`config.mk`:
```
export PLATFORM = sky130hd
export DESIGN_NAME = uart_frame_tx
export DESIGN_NICKNAME = d
export VERILOG_FILES = /design/src/rtl/uart_tx_pkg.sv /design/src/rtl/txf_fmt_decode.sv /design/src/rtl/txf_guard_timer.sv /design/src/rtl/uart_frame_tx.sv
export SDC_FILE = /design/constraint.sdc
export NUM_CORES = 1
export LEC_CHECK = 0
export CORE_MARGIN = 8
export CORE_UTILIZATION = 30
export CTS_BUF_LIST = sky130_fd_sc_hd__clkbuf_16
export DETAILED_ROUTE_END_ITERATION = 10
export PLACE_DENSITY = 0.57
export SYNTH_ARGS = -nofsm -noshare
export SYNTH_HDL_FRONTEND = slang
export SYNTH_SLANG_ARGS = --single-unit
export TNS_END_PERCENT = 5
```
`constraint.sdc`:
```
create_clock -name clk -period 5.1 [get_ports clk]
set_input_delay 0.765 -clock clk [delete_from_list [all_inputs] [get_ports clk]]
set_output_delay 0.765 -clock clk [all_outputs]
set_load 0.005 [all_outputs]
```
`src/rtl/uart_tx_pkg.sv`:
```
package uart_tx_pkg;
  localparam int DATA_W = 8;
  localparam int NB_W   = $clog2(DATA_W + 1);

  typedef enum logic [2:0] {
    S_IDLE, S_START, S_DATA, S_PAR, S_STOP, S_BRK, S_GUARD
  } tx_state_t;

  typedef struct packed {
    logic [NB_W-1:0] nbits;
    logic            par_en;
    logic            par_bit;
    logic [2:0]      stop_halves;
  } tx_fmt_t;
endpackage

```
`src/rtl/txf_fmt_decode.sv`:
```
module txf_fmt_decode
  import uart_tx_pkg::*;
(
  input  logic [1:0]        char_len,
  input  logic [2:0]        par_mode,
  input  logic [1:0]        stop_mode,
  input  logic [DATA_W-1:0] raw,
  output tx_fmt_t           fmt,
  output logic [DATA_W-1:0] data
);
  logic [NB_W-1:0]   nb;
  logic [DATA_W-1:0] mask;

  always_comb begin
    case (char_len)
      2'd2:    nb = NB_W'(DATA_W - 1);
      2'd3:    nb = NB_W'(DATA_W - 2);
      default: nb = NB_W'(DATA_W);
    endcase
    mask = {DATA_W{1'b1}} >> (NB_W'(DATA_W) - nb);
    data = raw & mask;
    fmt.nbits  = nb;
    fmt.par_en = !par_mode[2];
    case (par_mode[1:0])
      2'd0: fmt.par_bit = ^data;
      2'd1: fmt.par_bit = ~^data;
      2'd2: fmt.par_bit = 1'b0;
      default: fmt.par_bit = 1'b1;
    endcase
    case (stop_mode)
      2'd1:    fmt.stop_halves = 3'd3;
      2'd2:    fmt.stop_halves = 3'd4;
      default: fmt.stop_halves = 3'd2;
    endcase
  end
endmodule

```
`src/rtl/txf_guard_timer.sv`:
```
module txf_guard_timer #(
  parameter int GUARD_BITS = 12
) (
  input  logic clk,
  input  logic rst,
  input  logic clear,
  input  logic bit_tick,
  output logic done
);
  localparam int GW = $clog2(GUARD_BITS + 1);
  logic [GW-1:0] cnt;

  always_ff @(posedge clk) begin
    if (rst)
      cnt <= GW'(GUARD_BITS);
    else if (clear)
      cnt <= '0;
    else if (bit_tick && cnt != GW'(GUARD_BITS))
      cnt <= cnt + 1'b1;
  end

  assign done = (cnt == GW'(GUARD_BITS));
endmodule

```
`src/rtl/uart_frame_tx.sv`:
```
module uart_frame_tx
  import uart_tx_pkg::*;
#(
  parameter int GUARD_BITS = 12
) (
  input  logic              clk,
  input  logic              rst,
  input  logic              en,
  input  logic              bit_tick,
  input  logic              half_tick,
  input  logic [DATA_W-1:0] in_data,
  input  logic              in_valid,
  output logic              in_ready,
  input  logic [1:0]        char_len,
  input  logic [2:0]        par_mode,
  input  logic [1:0]        stop_mode,
  input  logic              brk_start,
  input  logic              brk_stop,
  output logic              txd,
  output logic              tx_active,
  output logic              tx_empty
);
  tx_state_t         state;
  tx_fmt_t           fmt_d, fmt_q;
  logic [DATA_W-1:0] data_d, shift, hold_data;
  logic              hold_full, ph, guard_clr, guard_done, launch, last_stop;
  logic [NB_W-1:0]   bcnt;
  logic [2:0]        scnt;

  txf_fmt_decode u_dec (
    .char_len (char_len), .par_mode (par_mode), .stop_mode (stop_mode),
    .raw (hold_data), .fmt (fmt_d), .data (data_d)
  );

  assign guard_clr = (state == S_BRK) && brk_stop;

  txf_guard_timer #(.GUARD_BITS(GUARD_BITS)) u_guard (
    .clk (clk), .rst (rst), .clear (guard_clr),
    .bit_tick (bit_tick), .done (guard_done)
  );

  assign last_stop = (state == S_STOP) && (scnt == fmt_q.stop_halves - 3'd1);
  assign launch    = hold_full && en && half_tick &&
                     ((state == S_IDLE) || last_stop);
  assign in_ready  = !hold_full;
  assign tx_empty  = !hold_full && (state == S_IDLE);

  always_ff @(posedge clk) begin
    if (rst) begin
      state     <= S_IDLE;
      txd       <= 1'b1;
      tx_active <= 1'b0;
      hold_full <= 1'b0;
      hold_data <= '0;
      shift     <= '0;
      fmt_q     <= '0;
      ph        <= 1'b0;
      bcnt      <= '0;
      scnt      <= '0;
    end else begin
      if (in_valid && !hold_full) begin
        hold_full <= 1'b1;
        hold_data <= in_data;
      end
      case (state)
        S_IDLE: begin
          if (!brk_stop && brk_start && !hold_full) begin
            state <= S_BRK;
            txd   <= 1'b0;
          end
        end
        S_START: begin
          if (half_tick) begin
            ph <= !ph;
            if (ph) begin
              state <= S_DATA;
              txd   <= shift[0];
              bcnt  <= '0;
            end
          end
        end
        S_DATA: begin
          if (half_tick) begin
            ph <= !ph;
            if (ph) begin
              if (bcnt == fmt_q.nbits - 1'b1) begin
                scnt <= '0;
                if (fmt_q.par_en) begin
                  state <= S_PAR;
                  txd   <= fmt_q.par_bit;
                end else begin
                  state <= S_STOP;
                  txd   <= 1'b1;
                end
              end else begin
                shift <= shift >> 1;
                txd   <= shift[1];
                bcnt  <= bcnt + 1'b1;
              end
            end
          end
        end
        S_PAR: begin
          if (half_tick) begin
            ph <= !ph;
            if (ph) begin
              state <= S_STOP;
              txd   <= 1'b1;
              scnt  <= '0;
            end
          end
        end
        S_STOP: begin
          if (half_tick) begin
            if (last_stop) begin
              state     <= S_IDLE;
              tx_active <= 1'b0;
            end else begin
              scnt <= scnt + 3'd1;
            end
          end
        end
        S_BRK: begin
          if (brk_stop) begin
            state <= S_GUARD;
            txd   <= 1'b1;
          end
        end
        S_GUARD: begin
          if (guard_done) state <= S_IDLE;
        end
        default: state <= S_IDLE;
      endcase
      if (launch) begin
        state     <= S_START;
        txd       <= 1'b0;
        tx_active <= 1'b1;
        ph        <= 1'b0;
        fmt_q     <= fmt_d;
        shift     <= data_d;
        hold_full <= 1'b0;
      end
    end
  end
endmodule

```
==> results.cfg, run 1 <==
[outcome]
status = finished clean

[sta]
final.period_utilization_pct = 51.8
setup_viol = 0
finClkSkew_ns = 0.00860
slew_violations = 0
rsz0062_at_grt = false
hold_violations = 0
tns_ns = 0
max-slew-margin-rel_pct = 44.2
worst_slew_pin_slew_ns = 0.835
post-route-min-period_ns = 2.64
max_freq_mhz = 379

[floorplanning]
die_w_um = 105
rows = 32
io_pins = 27
fp.dieH_um = 105
core_area_um2 = 7730
die_area_um2 = 11100
start_util_pct = 31.0

[yosys]
synth.net_count = 304
synthTopCellsByCount = dfxtp_1, nor2_1, nand2_1
ys_types = 58
ys_ff_latch = 42
syn-mean-instance-area_um2 = 8.74
async_flop_share_pct = 0
yosysMostFrequentCell = dfxtp_1
yosysTopAreaCellShare_pct = 35.1
netlist_area_um2 = 2390
ys.flop_type = dfxtp_1
synth-edff-count = 0
synth_warnings = 0
seq_area_frac_synth_pct = 35.1
ys_top_cells_by_area = dfxtp_1, nor2_1, nand2_1, a311oi_1, ha_1
synth_top_area_cell = dfxtp_1
synthCells = 274

[power]
share_comb_of_total_power_pct = 29.2
switching_share_pct = 32.9
ir_drop_mv = 0.150
leakagePower_uw = 0.00104
clkPwrFrac_pct = 30.9
power_frac_seq_pct = 39.9
power_density_nw_per_um2 = 360
switchingPower_uw = 336
p_int_uw = 687

[job]
maxCapViolCount = 0

[placement]
dp.final_hpwl_mm = 3.80
place.gp.congestion = 0.850
dp.cells = 390
numPortBuffers = 26

[critical_path]
rr_worst_depth = 7
crit_path_end_kind = output port
crit_path_end = tx_empty
path_cells = or3_1 > nor2_1 > clkdlybuf4s50_1
path_depth = 3
critPathMaxStageDelay_ns = 0.52
timing.critical_path.from = state[0]
crit_type = flop to output port
crit_required_ns = 4.34
cp.arrival_ns = 1.88
critPathLaunchType = flop
timing.rr.end = scnt[0]
cpLargestDelayFamily = simple AND/OR/NAND/NOR gates
cp_max_fo = 14
crit_slowest_cell = clkdlybuf4s50_1
critical_path_buf_inv_count = 1
r2r_slack_ns = 2.92
worst_r2r_startpoint = fmt_q[5]

[cts]
insertion_delay_ns = 0.29
h-tree-depth = 2
cts_hold_buf = 0
cts_max_path_buffers = 2
numCtsBuffers = 5
clock-sinks = 42
clk_pin_slew_worst_paths_ns = 0.06
cts-root-buf = clkbuf_16
cts_tree = done
post_cts_resize_count = 0
post-cts-setup-buffers = 0

[final_layout]
antenna_cells = 0
fillers = 782
layout.nets = 325
drive_gt1_share_pct = 7.77
final_cells = 398
syn_to_final_growth_pct = 18.8

[global_route]
grt_overflow = 0
antenna_found_initial = 0
grt_pass1_vias = 1925
grt_max_degree = 39
grt_pass1_wl_mm = 9.27
grt.total_usage_pct = 10.1

[route]
vias = 1957
routedWlPerCell_um = 13.1
viasPerCell = 4.92
first_pass_iters = 4
drt_iter0_drc = 68
routed_wl_mm = 5.21
route.detailed.drc = 0
antenna_left = 0

[min_path]
holdCritStartpoint = fmt_q[2]
hold_path.class = flop to flop
-- layer usage --
metal,part of all wire (%),routed length (um),track usage (%)
met1,50,2600,13.3
met2,43,2250,15.2
met3,5.0,260,2.50
met4,1.8,93,4.28
met5,0,0,0
-- tightest hold or removal path, stage by stage, from the launching register on --
cell	delay (ns)
dfxtp_1	0.31
nand2_1	0.06
a21oi_1	0.05
-- per-stage QoR --
stage	worst slack [ns]	hold WS (ns)	power, uW	util [%]	cell area (um2)
6_report	2.46	0.470	1020	36.8	2840
5_1_grt	2.36	0.500	1090	36.8	2840
4_1_cts	2.44	0.473	1030	36.8	2840
2_1_floorplan	3.12	0.434	636	-	2390
3_3_place_gp	2.47	0.451	714	34.9	2700
3_5_place_dp	2.42	0.464	713	34.9	2700
-- state kept, by name, indices dropped and copies added, names as in the netlist --
register     count
u_guard.cnt      4
bcnt             4
hold_data        8
state            3
scnt             3
hold_full        1
tx_active        1
shift            8
txd              1
ph               1
fmt_q            8
-- power by group through the flow --
stage / logic [uW] / registers [uW] / clock network [uW]
6_report: 299 / 408 / 316
5_1_grt: 335 / 415 / 340
4_1_cts: 300 / 408 / 325
3_5_place_dp: 298 / 415 / 0
3_3_place_gp: 298 / 416 / 0
2_1_floorplan: 247 / 390 / 0
-- cells in the final DEF, fill, tap and decap left out, drive strengths merged, types with 3 or more instances in the layout --
cell type	n
and3	3
a31oi	3
mux2i	8
inv	15
nor2b	5
a21oi	15
clkdlybuf4s50	26
nand2	30
clkbuf	5
xnor3	3
nor3	8
nor3b	4
nand3	7
a211oi	4
dfxtp	42
nor2	36
xnor2	9
or3	3
o21ai	5
a311oi	10
ha	7
xor2	9
o31ai	3
-- cell type report --
type	instances	area, um2	area share [%]
multi-input combinational	203	1400	49.1
tap	102	128	4.49
timing repair buffer	28	275	9.68
inverter	15	56.3	1.98
clock inverter	3	21.3	0.748
clock buffer	5	125	4.40
sequential	42	841	29.6
-- worst min path at each step --
stage	slack, ns	end	cells past startpoint
global route	0.50	shift[5]	2
global placement	0.45	fmt_q[7]	2
finish	0.47	fmt_q[2]	2
floorplan	0.43	fmt_q[2]	2
detailed placement	0.46	fmt_q[7]	2
CTS	0.47	fmt_q[7]	2
-- cell families (layout without fill, tap and decap cells) --
logic type / count (synthesis) / count (layout) / share of synthesized area, %
DFF: 42 / 42 / 35.1
and+or+nand+nor: 108 / 108 / 21.8
AOI/OAI and AO/OA: 59 / 59 / 18.7
adders and majority gates: 7 / 7 / 3.66
xor gates and xnor gates: 21 / 21 / 10.9
buffers and inverters: 29 / 51 / 6.48
muxes: 8 / 8 / 3.35
No activity file was read; power rests on OpenSTA's default activity.
==> run 2, diff against run 1 <==
- clock period: 5.1 -> 2.58 ns (I/O delays scaled with it)
==> run 2 against run 1 <==
  * Cell count rose by 0.75%
  * Total power rose by 97%
  * Sequential power is 96% higher
  * Combinational power rose by 110%
  * Design area increased by 0.66%
==> results.cfg, run 2 (same netlist as run 1, synthesis figures left out) <==
[placement]
dp.cells = 393
placed_cell_area_um2 = 2720
place.gp.congestion = 0.837
dp.final_hpwl_mm = 3.90
numPortBuffers = 26

[cts]
cts_max_path_buffers = 2
clock-sinks = 42
cts-root-buf = clkbuf_16
cts_hold_buf = 0
h-tree-depth = 2
post-cts-setup-buffers = 0
cts_tree = done
clk_pin_slew_worst_paths_ns = 0.06
post_cts_resize_count = 0
insertion_delay_ns = 0.29
numCtsBuffers = 5

[route]
antenna_left = 0
route.detailed.drc = 0
viasPerCell = 4.91
routed_wl_mm = 5.18
routedWlPerCell_um = 12.9
first_pass_iters = 4
vias = 1967
drt_iter0_drc = 76

[power]
power_density_nw_per_um2 = 705
ir_drop_mv = 0.362
leakagePower_uw = 0.00106

[sta]
finClkSkew_ns = 0.00640
max-slew-margin-rel_pct = 61.8
setup_viol = 0
post-route-min-period_ns = 2.31
worst_slew_pin_slew_ns = 0.570
hold-worst-slack_ns = 0.454
rsz0062_at_grt = false
final.period_utilization_pct = 89.4
slew_violations = 0
max_freq_mhz = 433
tns_ns = 0
hold_violations = 0

[critical_path]
cp.arrival_ns = 1.92
timing.critical_path.from = state[0]
cp_max_fo = 14
crit_path_end_kind = output port
worst_r2r_startpoint = fmt_q[5]
crit_required_ns = 2.19
rr_worst_depth = 7
critPathLaunchType = flop
crit_type = flop to output port

[outcome]
status = finished clean

[global_route]
grt_pass1_vias = 1930
grt_pass1_wl_mm = 9.08
grt_max_degree = 30
grt.total_usage_pct = 9.93
antenna_found_initial = 0
grt_overflow = 0

[final_layout]
layout_commonest_cell = dfxtp_1
syn_to_final_growth_pct = 19.6
final_cell_area_um2 = 2860
final_cells = 401
drive_gt1_share_pct = 8.36
antenna_cells = 0
top_regs = fmt_q x8, hold_data x8, shift x8
layout.nets = 328
final_cell_mix = dfxtp_1, nor2_1, nand2_1, clkdlybuf4s50_1, inv_1

[floorplanning]
io_pins = 27
fp.dieH_um = 105
core_area_um2 = 7730
start_util_pct = 31.0
die_w_um = 105
die_area_um2 = 11100
rows = 32

[job]
maxCapViolCount = 0

[min_path]
hold_path_depth = 2
holdCritStartpoint = fmt_q[7]
hold_path.class = flop to flop
run 2: cell count changes in the layout (fill, tap and decap cells not counted), sizes merged:
cell,before,now
buf,2,5
inv,15,16
clkinvlp,1,0
run 2: per-layer routing:
metal,vias to the layer above,part of all wire [%],global-route usage (%)
li1,1017,-,-
met1,896,50,13.1
met2,47,44,14.8
met3,7,4.4,2.68
met4,0,1.5,4.18
met5,-,0,0
run 2: final timing paths:
path / slack (ns) / to
min reg2reg: 0.45 / fmt_q[7]
min: 0.45 / fmt_q[7]
max reg2reg: 0.42 / scnt[0]
max: 0.27 / tx_empty
run 2: worst max-delay path: stages (launching register included):
cell	delay [ns]
dfxtp_1	0.45
or3_1	0.48
nor2_1	0.18
clkdlybuf4s50_1	0.53
run 2: area by class of cell:
type                       instances  area, um2
clock buffer                       5        125
clock inverter                     3       17.5
fill                             795       4860
inverter                          15       56.3
multi-input combinational        203       1400
sequential                        42        841
tap                              102        128
timing repair buffer              31        298
run 2: per-stage QoR:
| step | setup WS, ns | power, uW | util (%) |
|---|---|---|---|
| 3_3_place_gp | 0.327 | 1420 | 35.2 |
| 5_1_grt | 0.194 | 2150 | 37.0 |
| 3_5_place_dp | 0.331 | 1420 | 35.2 |
| 2_1_floorplan | 0.602 | 1260 | - |
| 4_1_cts | 0.271 | 2040 | 37.0 |
| 6_report | 0.273 | 2020 | 37.0 |
run 2: where the power goes:
part	internal [uW]	leakage, uW	switching, uW
sequential	712	0.000342	86.2
combinational	295	0.000643	318
clock	355	0.0000750	254
total	1360	0.00106	658
